--- config.mk ---
export PLATFORM = sky130hd
export DESIGN_NAME = softstart_ref_seq
export DESIGN_NICKNAME = d
export VERILOG_FILES = /design/src/rtl/ssr_pkg.sv /design/src/rtl/ssr_code_store.sv /design/src/rtl/ssr_duty_avg.sv /design/src/rtl/ssr_ramp.sv /design/src/rtl/softstart_ref_seq.sv
export SDC_FILE = /design/constraint.sdc
export NUM_CORES = 1
export LEC_CHECK = 0
export BUFFER_PORTS_ARGS = -buffer_cell sky130_fd_sc_hd__clkbuf_2
export CORE_MARGIN = 2
export CORE_UTILIZATION = 45
export DETAILED_ROUTE_END_ITERATION = 16
export HOLD_SLACK_MARGIN = 0.06
export PLACE_DENSITY_LB_ADDON = 0.2
export SYNTH_ARGS = -nofsm -noshare
export SYNTH_HDL_FRONTEND = slang
export SYNTH_SLANG_ARGS = --single-unit
--- constraint.sdc ---
create_clock -name clk -period 3.1 [get_ports clk]
set_clock_uncertainty 0.2 [all_clocks]
set_input_delay 0.31 -clock clk [delete_from_list [all_inputs] [get_ports clk]]
set_output_delay 0.31 -clock clk [all_outputs]
set_load 0.005 [all_outputs]
--- src/rtl/ssr_pkg.sv ---
`timescale 1ns/1ps
package ssr_pkg;
  localparam int CODE_W   = 5;
  localparam int MV_W     = 8;
  localparam int N_CODES  = 1 << CODE_W;
  localparam logic [CODE_W-1:0] CODE_FULL = '1;

  // Piecewise table: coarse steps grow with level for a log-like curve.
  function automatic logic [MV_W-1:0] code_to_mv(input logic [CODE_W-1:0] c);
    int ci;
    int mv;
    ci = int'(c);
    if (ci == 0)       mv = 0;
    else if (ci <= 12) mv = 3 * ci + 2;
    else if (ci <= 23) mv = 38 + 6 * (ci - 12);
    else               mv = 104 + 12 * (ci - 23);
    return MV_W'(mv);
  endfunction

  // Highest code whose table value does not exceed mv.
  function automatic logic [CODE_W-1:0] mv_to_code(input logic [MV_W-1:0] mv);
    logic [CODE_W-1:0] r;
    r = '0;
    for (int c = 0; c < N_CODES; c++) begin
      if (code_to_mv(CODE_W'(c)) <= mv) r = CODE_W'(c);
    end
    return r;
  endfunction
endpackage

--- src/rtl/ssr_code_store.sv ---
`timescale 1ns/1ps
module ssr_code_store
  import ssr_pkg::*;
(
  input  logic              clk,
  input  logic              rst_n,
  input  logic              run_en,
  input  logic [CODE_W-1:0] prog_code,
  input  logic              prog_valid,
  output logic [CODE_W-1:0] stored_code
);
  always_ff @(posedge clk) begin
    if (!rst_n || !run_en) stored_code <= CODE_FULL;
    else if (prog_valid)   stored_code <= prog_code;
  end
endmodule

--- src/rtl/ssr_duty_avg.sv ---
`timescale 1ns/1ps
module ssr_duty_avg
  import ssr_pkg::*;
#(
  parameter int DUTY_W   = 8,
  parameter int AVG_LOG2 = 2
) (
  input  logic              clk,
  input  logic              rst_n,
  input  logic              run_en,
  input  logic [DUTY_W-1:0] duty_pct,
  input  logic              duty_valid,
  output logic [CODE_W-1:0] duty_code
);
  localparam int SUM_W = DUTY_W + AVG_LOG2;
  localparam logic [DUTY_W-1:0] DUTY_MAX = DUTY_W'(100);

  logic [SUM_W-1:0]    acc;
  logic [AVG_LOG2-1:0] n_seen;
  logic [DUTY_W-1:0]   duty_clamped;
  logic [SUM_W-1:0]    group_sum;
  logic [SUM_W-1:0]    group_avg;
  logic [MV_W-1:0]     group_mv;
  logic                group_done;

  always_comb begin
    duty_clamped = (duty_pct > DUTY_MAX) ? DUTY_MAX : duty_pct;
    group_sum    = acc + SUM_W'(duty_clamped);
    group_avg    = group_sum >> AVG_LOG2;
    group_mv     = MV_W'(group_avg << 1);   // percent * 2 mV
    group_done   = duty_valid && (n_seen == '1);
  end

  always_ff @(posedge clk) begin
    if (!rst_n || !run_en) begin
      acc       <= '0;
      n_seen    <= '0;
      duty_code <= CODE_FULL;
    end else if (duty_valid) begin
      if (group_done) begin
        duty_code <= mv_to_code(group_mv);
        acc       <= '0;
        n_seen    <= '0;
      end else begin
        acc    <= group_sum;
        n_seen <= n_seen + 1'b1;
      end
    end
  end
endmodule

--- src/rtl/ssr_ramp.sv ---
`timescale 1ns/1ps
module ssr_ramp
  import ssr_pkg::*;
#(
  parameter int STEP_CYCLES = 68200
) (
  input  logic              clk,
  input  logic              rst_n,
  input  logic              run_en,
  input  logic [CODE_W-1:0] target_code,
  output logic [CODE_W-1:0] step_idx,
  output logic              ramping,
  output logic              step_tick,
  output logic              en_q
);
  localparam int CNT_W = $clog2(STEP_CYCLES + 1);
  localparam logic [CNT_W-1:0] CNT_LAST = CNT_W'(STEP_CYCLES - 1);

  logic [CNT_W-1:0]  dwell;
  logic [CODE_W-1:0] next_idx;

  assign step_tick = ramping && (dwell == CNT_LAST);
  assign next_idx  = step_idx + 1'b1;

  always_ff @(posedge clk) begin
    if (!rst_n || !run_en) begin
      step_idx <= '0;
      ramping  <= 1'b0;
      dwell    <= '0;
      en_q     <= 1'b0;
    end else begin
      en_q <= 1'b1;
      if (!en_q) begin
        ramping <= 1'b1;
        dwell   <= '0;
      end else if (ramping) begin
        if (step_idx >= target_code) begin
          step_idx <= target_code;
          ramping  <= 1'b0;
        end else if (step_tick) begin
          step_idx <= next_idx;
          dwell    <= '0;
          if (next_idx == target_code) ramping <= 1'b0;
        end else begin
          dwell <= dwell + 1'b1;
        end
      end else begin
        step_idx <= target_code;
      end
    end
  end
endmodule

--- src/rtl/softstart_ref_seq.sv ---
`timescale 1ns/1ps
module softstart_ref_seq
  import ssr_pkg::*;
#(
  parameter int STEP_CYCLES = 68200,
  parameter int DUTY_W      = 8,
  parameter int AVG_LOG2    = 2
) (
  input  logic              clk,
  input  logic              rst_n,
  input  logic              run_en,
  input  logic              mode_serial,
  input  logic [CODE_W-1:0] prog_code,
  input  logic              prog_valid,
  input  logic [DUTY_W-1:0] duty_pct,
  input  logic              duty_valid,
  output logic [CODE_W-1:0] step_idx,
  output logic [MV_W-1:0]   ref_mv,
  output logic              ss_active,
  output logic              ilim_half
);
  logic [CODE_W-1:0] stored_code;
  logic [CODE_W-1:0] duty_code;
  logic [CODE_W-1:0] target_code;
  logic              step_tick;
  logic              en_q;

  ssr_code_store u_store (
    .clk(clk), .rst_n(rst_n), .run_en(run_en),
    .prog_code(prog_code), .prog_valid(prog_valid),
    .stored_code(stored_code)
  );

  ssr_duty_avg #(.DUTY_W(DUTY_W), .AVG_LOG2(AVG_LOG2)) u_duty (
    .clk(clk), .rst_n(rst_n), .run_en(run_en),
    .duty_pct(duty_pct), .duty_valid(duty_valid),
    .duty_code(duty_code)
  );

  assign target_code = mode_serial ? stored_code : duty_code;

  ssr_ramp #(.STEP_CYCLES(STEP_CYCLES)) u_ramp (
    .clk(clk), .rst_n(rst_n), .run_en(run_en),
    .target_code(target_code),
    .step_idx(step_idx), .ramping(ss_active),
    .step_tick(step_tick), .en_q(en_q)
  );

  assign ref_mv    = code_to_mv(step_idx);
  assign ilim_half = ss_active;
endmodule

==> summary.md, run 1 <==
| Metric | Value |
|---|---|
| Pre-Repair DR Iteration Count | 4 |
| Switching fraction of total power | around a third |
| Slew headroom | between 50% and 60% |
| First-iteration detailed-routing DRC count | around 190 |
| First-pass GRT wire length | about 19000 um |
| Fin nets | about 740 |
| Mapped Area | 4260 um2 |
| Critical path arrival | around 3000 ps |
| Initial core utilization | 46.3% |
| Largest net degree at the start of global routing | 21 |
| Syn nets | about 600 |
| I/O Buffers | 33 |
| Post-route DRC | 0 |
| Clock-pin transition on the worst setup and hold timing paths | approximately 90 ps |
| Setup TNS Final | -855 ps |
| RSZ-0062 raised after global routing | yes |
| YS warnings | 0 |
| Post-synth EDFFs | 0 |
| Die Ht | 101 um |
| Flops & latches, synth | 45 |
| Post-Syn Instances | about 530 |
| Outcome | finished with violations |
| CP endpoint kind | output pin |
| Dpl hpwl | between 8000 and 9000 um |
| Worst Path Required | approximately 2600 ps |
| Final hold violations | 0 |
| Max Cap Viol | 0 |
| Pwr/cell area | between 200 and 300 nW/um2 |
| Placer Congestion | between 0.8 and 0.9 |
| Switching power | between 0.6 and 0.7 mW |
| Grt ovf | 0 |
| Total CTS buffers | 5 |
| Setup violators final | 4 |
| Maximum VDD drop | between 0.0002 and 0.00025 V |
| Fmax | about 290 MHz |
| Pint | around 1.2 mW |
| Detailed-route vias per instance | around 5.5 |
| FP Rows | 35 |
| Vias in the first global route | roughly 4000 |
| Failing checks | setup timing |
| Register area share after synthesis | approximately a fifth |
| Ys flop type | dfxtp_1 |
| Combinational Power Share | between 40% and 50% |
| CTS max path bufs | 2 |
| Share of cells above drive strength 1 | between 30% and 40% |
| CTS root buffer | clkbuf_8 |
| Seq pwr share | between 30% and 40% |
| Die Span X | a little over 100 um |
| Die area | 10300 um2 |
| Vias | 4300 |
| Tmin final | between 3000 and 4000 ps |
| Tot GR Track Use | between 20% and 30% |
| Final wirelength | between 10000 and 15000 um |
| Tcrit/Tclk final | 112% |
| Worst Setup Start Kind | flip-flop |
| Final ANT Viol Nets | 0 |
| Area Overhead vs Synth | 42.1% |
| Tightest Pin Transition | between 600 and 700 ps |
| Min-Delay Path Class | input port to flip-flop |
| Clock Sinks | between 40 and 50 |
| Critical path type | flip-flop to output pin |
| WL per Instance | 15.4 um |
| Worst setup margin | -369 ps |
| Later-pin clock latency in the skew report | approximately 300 ps |
| Async set-reset flop share out of synthesis | 0% |
| I/O Pins | 34 |
| Antenna diodes | 0 |
| CP max FO | 5 |
| CTS H-tree lvls | 2 |
| Setup WS pre-CTS | -436 ps |
| Clock share of power | 26.0% |
| Post-Syn Area per Cell | a little over 8 um2 |
| Post-synth cell types | 68 |
| Lkg Pwr | ~2.6 nW |
| Core area | around 9000 um2 |
| CTS tree | done |
| Pins Over Slew Limit | 0 |
| Initial antenna violation count | 0 |
[worst max-delay path, cell delays in order (launching register included)]
cell and delay [ps]:
dfxtp_4 420, clkinvlp_4 120, ha_4 260, ha_4 270, ha_4 120, inv_2 30, fa_2 350, xnor2_2 160
nor3b_2 220, xnor2_1 160, xnor2_1 160, a21oi_1 90, nor3_1 170, buf_2 130
[area by class of cell]
type,instances,area [um2]
Fill cell,737,3150
Clock buffer,5,68.8
Inverter,25,97.6
Timing Repair Buffer,162,1170
Tap cell,111,139
Clock inverter,3,47.5
Sequential cell,45,916
Multi-Input combinational cell,434,3610
[layout by cell type (no fill, tap or decap), types with 5 or more instances in the layout]
master           n
ha_4            15
dfxtp_1         41
xnor2_2          6
a21o_1          11
o21ai_0         16
mux2i_1         15
nand4_1          5
buf_4          115
a21oi_1         45
and2_1           8
xnor2_1         26
clkbuf_8         5
nor3_1           8
nor2_1          58
clkbuf_2        31
xor2_1          11
nand2_1         37
nor4_1           5
ha_1            31
a21oi_2          8
dlygate4sd3_1    5
buf_6            7
nand2b_1         5
nor2b_1         12
inv_1           21
nand3_1         12
[synth_stat cells (4+ instances only)]
library cell,n,share of area [%]
mux2i_1,15,3.5
nand2b_1,5,0.73
o211ai_1,4,0.71
a211oi_1,4,0.71
ha_1,47,14
nand3_1,12,1.4
nor4_1,5,0.73
xor2_1,14,2.9
buf_2,7,0.82
o21ai_0,19,2.2
fa_1,4,1.9
nand4_1,5,0.73
a21o_1,11,1.9
xnor2_1,33,6.8
a211o_1,5,1.0
and2_1,9,1.3
nor2_1,60,5.3
a21oi_1,50,5.9
inv_1,24,2.1
clkbuf_1,12,1.1
nand2_1,40,3.5
nor2b_1,12,1.8
a31oi_1,5,0.73
dfxtp_1,45,21
nor3_1,8,0.94
[power by group through the flow]
stage | logic (mW) | clock network [mW] | registers, mW
after floorplan | 0.373 | 0 | 0.610
after global placement | 0.590 | 0 | 0.611
after detailed placement | 0.597 | 0 | 0.611
after CTS | 0.632 | 0.478 | 0.598
after global routing | 0.793 | 0.499 | 0.601
final | 0.734 | 0.468 | 0.599
[flip-flops by register name (all words and copies together), names as in the netlist]
| signal | count |
|---|---|
| u_duty.acc | 9 |
| u_ramp.en_q | 1 |
| u_duty.n_seen | 2 |
| u_store.stored_code | 5 |
| u_ramp.dwell | 17 |
| u_ramp.ramping | 1 |
| u_duty.duty_code | 5 |
| u_ramp.step_idx | 5 |
[path summary, 6_finish.rpt]
path / start / end / slack [ps] / depth (start not counted)
setup reg to reg: u_duty.acc[0] / u_duty.duty_code[0] / 190 / 12
hold reg to reg: u_duty.duty_code[4] / u_duty.duty_code[4] / 280 / 1
hold / removal: run_en / u_ramp.en_q / 190 / 3
setup / recovery: u_ramp.step_idx[0] / ref_mv[7] / -370 / 13
[per-stage QoR]
stage,hold WS (ps),utilization [%],std cells,area (um2),power (mW)
floorplan,235,-,529,4380,0.984
global placement,258,57.1,744,5250,1.20
detailed placement,258,57.1,744,5250,1.21
CTS,176,60.4,760,5550,1.71
global route,220,65.8,785,6050,1.89
finish,192,65.8,785,6050,1.80
[what timing repair did]
action,4_1_cts,5_1_grt
setup buffers,3,23
hold endpoints to repair,5,0
gates resized for setup,19,56
pin swaps,8,44
hold buffers,5,0
endpoints found under the setup margin,9,11
gates cloned,0,3
[logic make-up (layout without fill, tap and decap cells)]
group	count (synthesis)	after routing	synth area share, %
AOI/OAI and AO/OA	134	135	21.4
xor gates and xnor gates	49	49	10.4
adders and majority gates	51	51	15.7
buffers and inverters	51	195	5.49
DFF	45	45	21.2
muxes	19	19	4.85
other	1	1	0.0881
and+or+nand+nor	179	179	20.9
[metal layers]
layer  up-vias  global-route usage [%]  wire [um]
met5         -                       0          0
met4         0                    5.20        154
met3        13                    3.24        620
met2       124                    37.1       5650
met1      2006                    31.1       5640
li1       2157                       -          -
No activity file was read; power rests on OpenSTA's default activity.
==> run 2, diff against run 1 <==
--- a/config.mk
+++ b/config.mk
@@ -9,6 +9,7 @@
 export CORE_MARGIN = 2
 export CORE_UTILIZATION = 45
 export DETAILED_ROUTE_END_ITERATION = 16
+export GPL_TIMING_DRIVEN = 0
 export HOLD_SLACK_MARGIN = 0.06
 export PLACE_DENSITY_LB_ADDON = 0.2
 export SYNTH_ARGS = -nofsm -noshare
==> run 2 against run 1 <==
  * The flow still finishes with violations (setup timing)
  * Wire length decreased by 8.6%
  * Non-clock buffer count decreased by 60
  * Power down 10%
  * Count of clock-buffer cells in the layout is 1 higher
  * Highest routed layer unchanged
==> summary.md, run 2 (same netlist as run 1, synthesis figures left out) <==
| Metric | Value |
|---|---|
| Core area | 9200 um2 |
| Hold Startpoint | prog_code[4] |
| WL per Instance | between 15 and 20 um |
| Placed cells | about 670 |
| Slew headroom | 61.1% |
| Vias in the first global route | slightly below 4000 |
| Clock-pin transition on the worst setup and hold timing paths | 80 ps |
| CP endpoint kind | output pin |
| Placer Congestion | between 0.8 and 0.9 |
| CTS tree | done |
| Top routing layer in use | met4 |
| Min-Delay Path Class | input port to flip-flop |
| Final hold slack | between 60 and 70 ps |
| I/O Pins | 34 |
| Tightest Pin Transition | 583 ps |
| Fmax | 278 MHz |
| Setup violators final | 4 |
| Largest net degree at the start of global routing | 16 |
| Initial core utilization | 46.3% |
| Clock Sinks | 45 |
| Final wirelength | about 11000 um |
| Tcrit/Tclk final | 116% |
| FP Rows | 35 |
| Failing checks | setup timing |
| Max Cap Viol | 0 |
| Setup TNS Final | -1260 ps |
| Met2 wire length | approximately 5400 um |
| Maximum VDD drop | 0.000227 V |
| Commonest non-fill, non-tap cell in the layout | nor2_1 |
| Post-route DRC | 0 |
| Critical path arrival | between 3000 and 4000 ps |
| Fin nets | 682 |
| CP max FO | 5 |
| Lkg Pwr | roughly 2.3 nW |
| Worst Hold Depth | 3 |
| Die Span X | between 100 and 150 um |
| Antenna diodes | 0 |
| Later-pin clock latency in the skew report | around 300 ps |
| Wl on met1 | 5130 um |
| Worst r2r src | u_ramp.step_idx[0] |
| CTS max path bufs | 2 |
| Initial antenna violation count | 0 |
| Critical path type | flip-flop to output pin |
| CTS H-tree lvls | 2 |
| Non-filler instance count after layout | 724 |
| Number of flip-flops in the largest register | 17 |
| Top flop regs | u_ramp.dwell (17), u_duty.acc (9) |
| Pwr/cell area | just under 300 nW/um2 |
| I/O Buffers | 31 |
| Outcome | finished with violations |
| Reg2reg end | u_ramp.dwell[9] |
| Grt ovf | 0 |
| Tmin final | between 3000 and 4000 ps |
| Final hold violations | 0 |
| Area Overhead vs Synth | 30.4% |
| Commonest cells after routing, fill and taps aside | 57 x nor2_1, 46 x buf_4, 45 x a21oi_1, 40 x dfxtp_1, 39 x nand2_1 |
| First-pass GRT wire length | approximately 18000 um |
| Worst Path Required | 2590 ps |
| WHS Endpoint | u_store.stored_code[4] |
| Worst setup margin | -503 ps |
| Reg2reg path depth | 13 |
| R2R setup slack | 170 ps |
| Detailed-route vias per instance | about 5.6 |
| First-iteration detailed-routing DRC count | about 250 |
| Die area | about 10000 um2 |
| Tot GR Track Use | a little over a fifth |
| Share of cells above drive strength 1 | between 20% and 30% |
| Final ANT Viol Nets | 0 |
| Total CTS buffers | 5 |
| Met3 wire len | between 400 and 500 um |
| Worst Setup Start Kind | flip-flop |
| Pins Over Slew Limit | 0 |
| Die Ht | between 100 and 150 um |
| RSZ-0062 raised after global routing | yes |
| Dpl hpwl | a little under 8000 um |
| Top reg by flops | u_ramp.dwell |
| CTS root buffer | clkbuf_8 |
| Finished layout cell area | roughly 5600 um2 |
| Pre-Repair DR Iteration Count | 6 |
| Vias | ~4000 |
| Placed Area | around 4700 um2 |
## run 2: cell count changes in the layout (fill, tap and decap cells not counted), moves of 4 or more
cell      before  now
clkbuf_1       0    8
ha_4          15   11
buf_4        115   46
ha_1          31   35
## run 2: metal layers
metal  GRT usage [%]  vias up
met4            3.43        0
met5               0        -
li1                -     2019
met1            29.9     1911
met2            37.2      109
met3            2.83        9
## run 2: worst max path at each step
stage / start / endpoint / slack [ps] / cells past startpoint
2_1_floorplan: duty_pct[0] / u_duty.duty_code[2] / 5 / 13
3_3_place_gp: duty_pct[0] / u_duty.duty_code[0] / -520 / 15
3_5_place_dp: duty_pct[0] / u_duty.duty_code[0] / -530 / 15
4_1_cts: u_ramp.step_idx[1] / ref_mv[7] / -450 / 13
5_1_grt: u_ramp.step_idx[1] / ref_mv[7] / -650 / 14
6_report: u_ramp.step_idx[1] / ref_mv[7] / -500 / 14
## run 2: worst max-delay path: stages, from the launching register on
cell and delay [ps]:
dfxtp_4 380, ha_4 170, buf_8 130, xor2_4 170, ha_4 290, ha_4 130, inv_2 40, fa_2 360
xnor2_2 160, nor3b_2 230, xnor2_1 160, xnor2_1 180, a21oi_1 90, nor3_1 170, buf_2 130
## run 2: what timing repair did
action	4_1_cts	5_1_grt
endpoints found under the setup margin	8	25
endpoints found under the hold margin	4	0
pin swaps	28	39
buffers inserted	28	13
hold buffers	4	0
resized for setup	28	60
## run 2: through the flow
step	worst slack, ps	utilization [%]	total power, mW
detailed placement	-531	50.8	1.09
CTS	-452	56.5	1.54
finish	-503	60.4	1.61
global placement	-525	50.8	1.08
floorplan	5.48	-	0.984
global route	-646	60.4	1.70
## run 2: cell type report
class,instances,area (um2)
Fill cell,792,3640
Multi-Input combinational cell,433,3590
Sequential cell,45,917
Timing Repair Buffer,76,513
Buffer,26,191
Tap cell,111,139
Inverter,25,101
Clock buffer,6,82.6
Clock inverter,2,17.5
## run 2: report_power, final
group | internal, mW | leakage, nW | switching, mW
registers | 0.586 | 0.369 | 0.0126
clock network | 0.185 | 0.0518 | 0.211
logic | 0.281 | 1.83 | 0.337
total | 1.05 | 2.25 | 0.561
==> run 3, diff against run 2 <==
--- a/config.mk
+++ b/config.mk
@@ -14,4 +14,5 @@
 export PLACE_DENSITY_LB_ADDON = 0.2
 export SYNTH_ARGS = -nofsm -noshare
 export SYNTH_HDL_FRONTEND = slang
+export SYNTH_HIERARCHICAL = 1
 export SYNTH_SLANG_ARGS = --single-unit
==> run 3 against run 2 <==
  * The run still ends with setup timing left
  * Sequential cell count unchanged
  * Clock power about the same
  * Maximum frequency decreased by 5.3%
  * Critical path depth increased by 2
  * Via count increased by 9.5%
  * Sequential share of layout area decreased by 1.2 points
  * Utilization increased by 0.86 points
  * Synthesized area increased by 6.8%
  * Worst hold slack improved by 8.8 ps
  * Wire length increased by 10%
  * Critical path type unchanged
  * Largest power group unchanged
==> summary.md, run 3 <==
| Metric | Value |
|---|---|
| Flops & latches, synth | 45 |
| CTS root buffer | clkbuf_8 |
| Post-Syn Instances | 554 |
| Post-synth EDFFs | 0 |
| Top flop regs | u_ramp/dwell (17), u_duty/acc (9) |
| Grt ovf | 0 |
| CTS H-tree lvls | 2 |
| RSZ-0062 raised after global routing | yes |
| Detailed-route vias per instance | a little under 6 |
| Fin nets | 707 |
| Commonest non-fill, non-tap cell in the layout | nor2_1 |
| Lkg Pwr | ~2.4 nW |
| Top-area cell type share of the netlist area | 19.8% |
| Finished layout cell area | 5980 um2 |
| Number of flip-flops in the largest register | 17 |
| Final hold violations | 0 |
| Pre-Repair DR Iteration Count | 4 |
| Area Overhead vs Synth | 31.7% |
| Syn nets | roughly 630 |
| Post-Syn Area per Cell | 8.21 um2 |
| Vias in the first global route | between 4000 and 5000 |
| Worst Path Required | 2590 ps |
| Async set-reset flop share out of synthesis | 0% |
| Hold_buf cts | 0 |
| First-iteration detailed-routing DRC count | between 150 and 200 |
| Die area | around 11000 um2 |
| Clock Sinks | 45 |
| Placed Area | between 5000 and 6000 um2 |
| Dpl hpwl | approximately 8600 um |
| Commonest cells after routing, fill and taps aside | 53 x nor2_1, 42 x a21oi_1, 40 x dfxtp_1, 36 x buf_4, 33 x ha_1 |
| Fmax | roughly 260 MHz |
| Post-route DRC | 0 |
| Pins Over Slew Limit | 0 |
| Pwr/cell area | between 200 and 300 nW/um2 |
| Final ANT Viol Nets | 0 |
| Mapped Area | 4550 um2 |
| I/O Pins | 34 |
| Ys flop type | dfxtp_1 |
| Clock-pin transition on the worst setup and hold timing paths | ~80 ps |
| Crit path max-delay family | adder cells |
| Top cell types by occurrence after synthesis | 57 x nor2_1, 49 x ha_1, 45 x dfxtp_1 |
| YS warnings | 6 |
| Worst setup margin | -704 ps |
| Critical path arrival | ~3300 ps |
| Failing checks | setup timing |
| Min-Delay Path Class | input port to flip-flop |
| Tmin final | approximately 3800 ps |
| Top reg by flops | u_ramp/dwell |
| Most used cell, CP | buf_6 |
| Antenna diodes | 0 |
| Die Span X | 105 um |
| Total CTS buffers | 5 |
| Synth area leaders | dfxtp_1 20%, ha_1 13%, xnor2_1 5.2% |
| CP endpoint kind | output pin |
| Die Ht | between 100 and 150 um |
| Share of cells above drive strength 1 | about a third |
| WL per Instance | 15.8 um |
| Later-pin clock latency in the skew report | slightly below 300 ps |
| Final hold slack | 72.6 ps |
| Max Cap Viol | 0 |
| CTS max path bufs | 2 |
| Post-synth cell types | between 80 and 90 |
| Crit path buf inv count | 6 |
| Critical path type | flip-flop to output pin |
| Largest net degree at the start of global routing | 17 |
| Maximum VDD drop | 0.000246 V |
| Register area share after synthesis | between 10% and 20% |
| Tightest Pin Transition | ~590 ps |
| Final wirelength | approximately 12000 um |
| Tcrit/Tclk final | 123% |
| I/O Buffers | 32 |
| Outcome | finished with violations |
| Tot GR Track Use | between 20% and 30% |
| Worst Setup Start Kind | flip-flop |
| Critical path's largest stage delay | about 460 ps |
| FP Rows | 36 |
| CTS tree | done |
| Synth area leader | dfxtp_1 |
| Vias | 4431 |
| CP max FO | 6 |
| First-pass GRT wire length | 20200 um |
| Count leader, synth | nor2_1 |
| Slowest cell on the critical path | fa_2 |
| CP cell instances | ha_4 -> xor2_4 -> ha_4 -> ha_4 -> fa_2 -> buf_4 -> buf_6 -> buf_6 -> buf_6 -> buf_6 -> a21oi_4 -> xnor2_2 -> nor2_2 -> a211oi_2 -> nor3_2 -> buf_2 |
| Slew headroom | 61.0% |
| Initial core utilization | 46.5% |
| Initial antenna violation count | 0 |
| Core area | a little under 10000 um2 |
| Placer Congestion | around 0.89 |
| Placed cells | 719 |
| Non-filler instance count after layout | 769 |
| Setup violators final | 6 |
run 3: power breakdown:
group	total, mW	switching [mW]	leakage [nW]	internal, mW
Clock	0.399	0.197	0.0542	0.202
Combinational	0.715	0.385	1.97	0.330
Sequential	0.598	0.0122	0.368	0.586
Total	1.71	0.595	2.39	1.12
run 3: cell families (layout without fill, tap and decap cells):
family | Yosys count | in the layout | synth area share [%]
multiplexers | 13 | 13 | 3.00
other | 1 | 1 | 0.0825
XOR/XNOR | 47 | 47 | 9.39
AND/OR/NAND/NOR | 190 | 190 | 23.1
adder cells (fa/ha/maj) | 53 | 53 | 15.2
buffers and inverters | 50 | 132 | 5.64
AO/OA/AOI/OAI | 155 | 155 | 23.8
flip-flops | 45 | 45 | 19.8
run 3: path summary, 6_finish.rpt:
path,from,end,slack (ps),cells after the start
hold / removal,prog_code[0],u_store/stored_code[0],70,3
setup / recovery,u_ramp/step_idx[1],ref_mv[6],-700,16
setup reg to reg,u_duty/acc[0],u_duty/duty_code[1],150,12
hold reg to reg,u_store/stored_code[3],u_store/stored_code[3],290,2
run 3: per-layer routing:
metal | share of wire, % | vias up | GRT usage, %
li1 | - | 2164 | -
met1 | 46 | 2114 | 28.3
met2 | 49 | 133 | 38.7
met3 | 4.2 | 20 | 2.82
met4 | 1.7 | 0 | 6.47
met5 | 0 | - | 0
run 3: tightest hold or removal path, delay by kind of cell:
family	cells	cell delay, ps
buffers and inverters	1	90
muxes	1	60
and+or+nand+nor	1	70
run 3: timing repair:
item,in CTS,in global routing
setup endpoints to repair,8,8
pin swaps,39,11
gates resized for setup,53,32
setup buffers,39,5
run 3: layout make-up:
| class | count | area [um2] |
|---|---|---|
| multi-input combinational | 459 | 3960 |
| sequential | 45 | 917 |
| timing repair buffer | 75 | 564 |
| inverter | 27 | 108 |
| clock buffer | 7 | 96.3 |
| buffer | 22 | 168 |
| tap | 133 | 166 |
| clock inverter | 1 | 5.00 |
| fill | 879 | 3790 |
run 3: metrics by stage:
step	setup slack, ps	util [%]	setup TNS, ps	total power, mW
final	-704	61.2	-2110	1.71
after global routing	-847	61.2	-2900	1.81
after CTS	-703	59.5	-2030	1.67
after detailed placement	-599	51.7	-3400	1.16
after global placement	-580	51.7	-3010	1.15
after floorplan	-198	-	-523	1.04
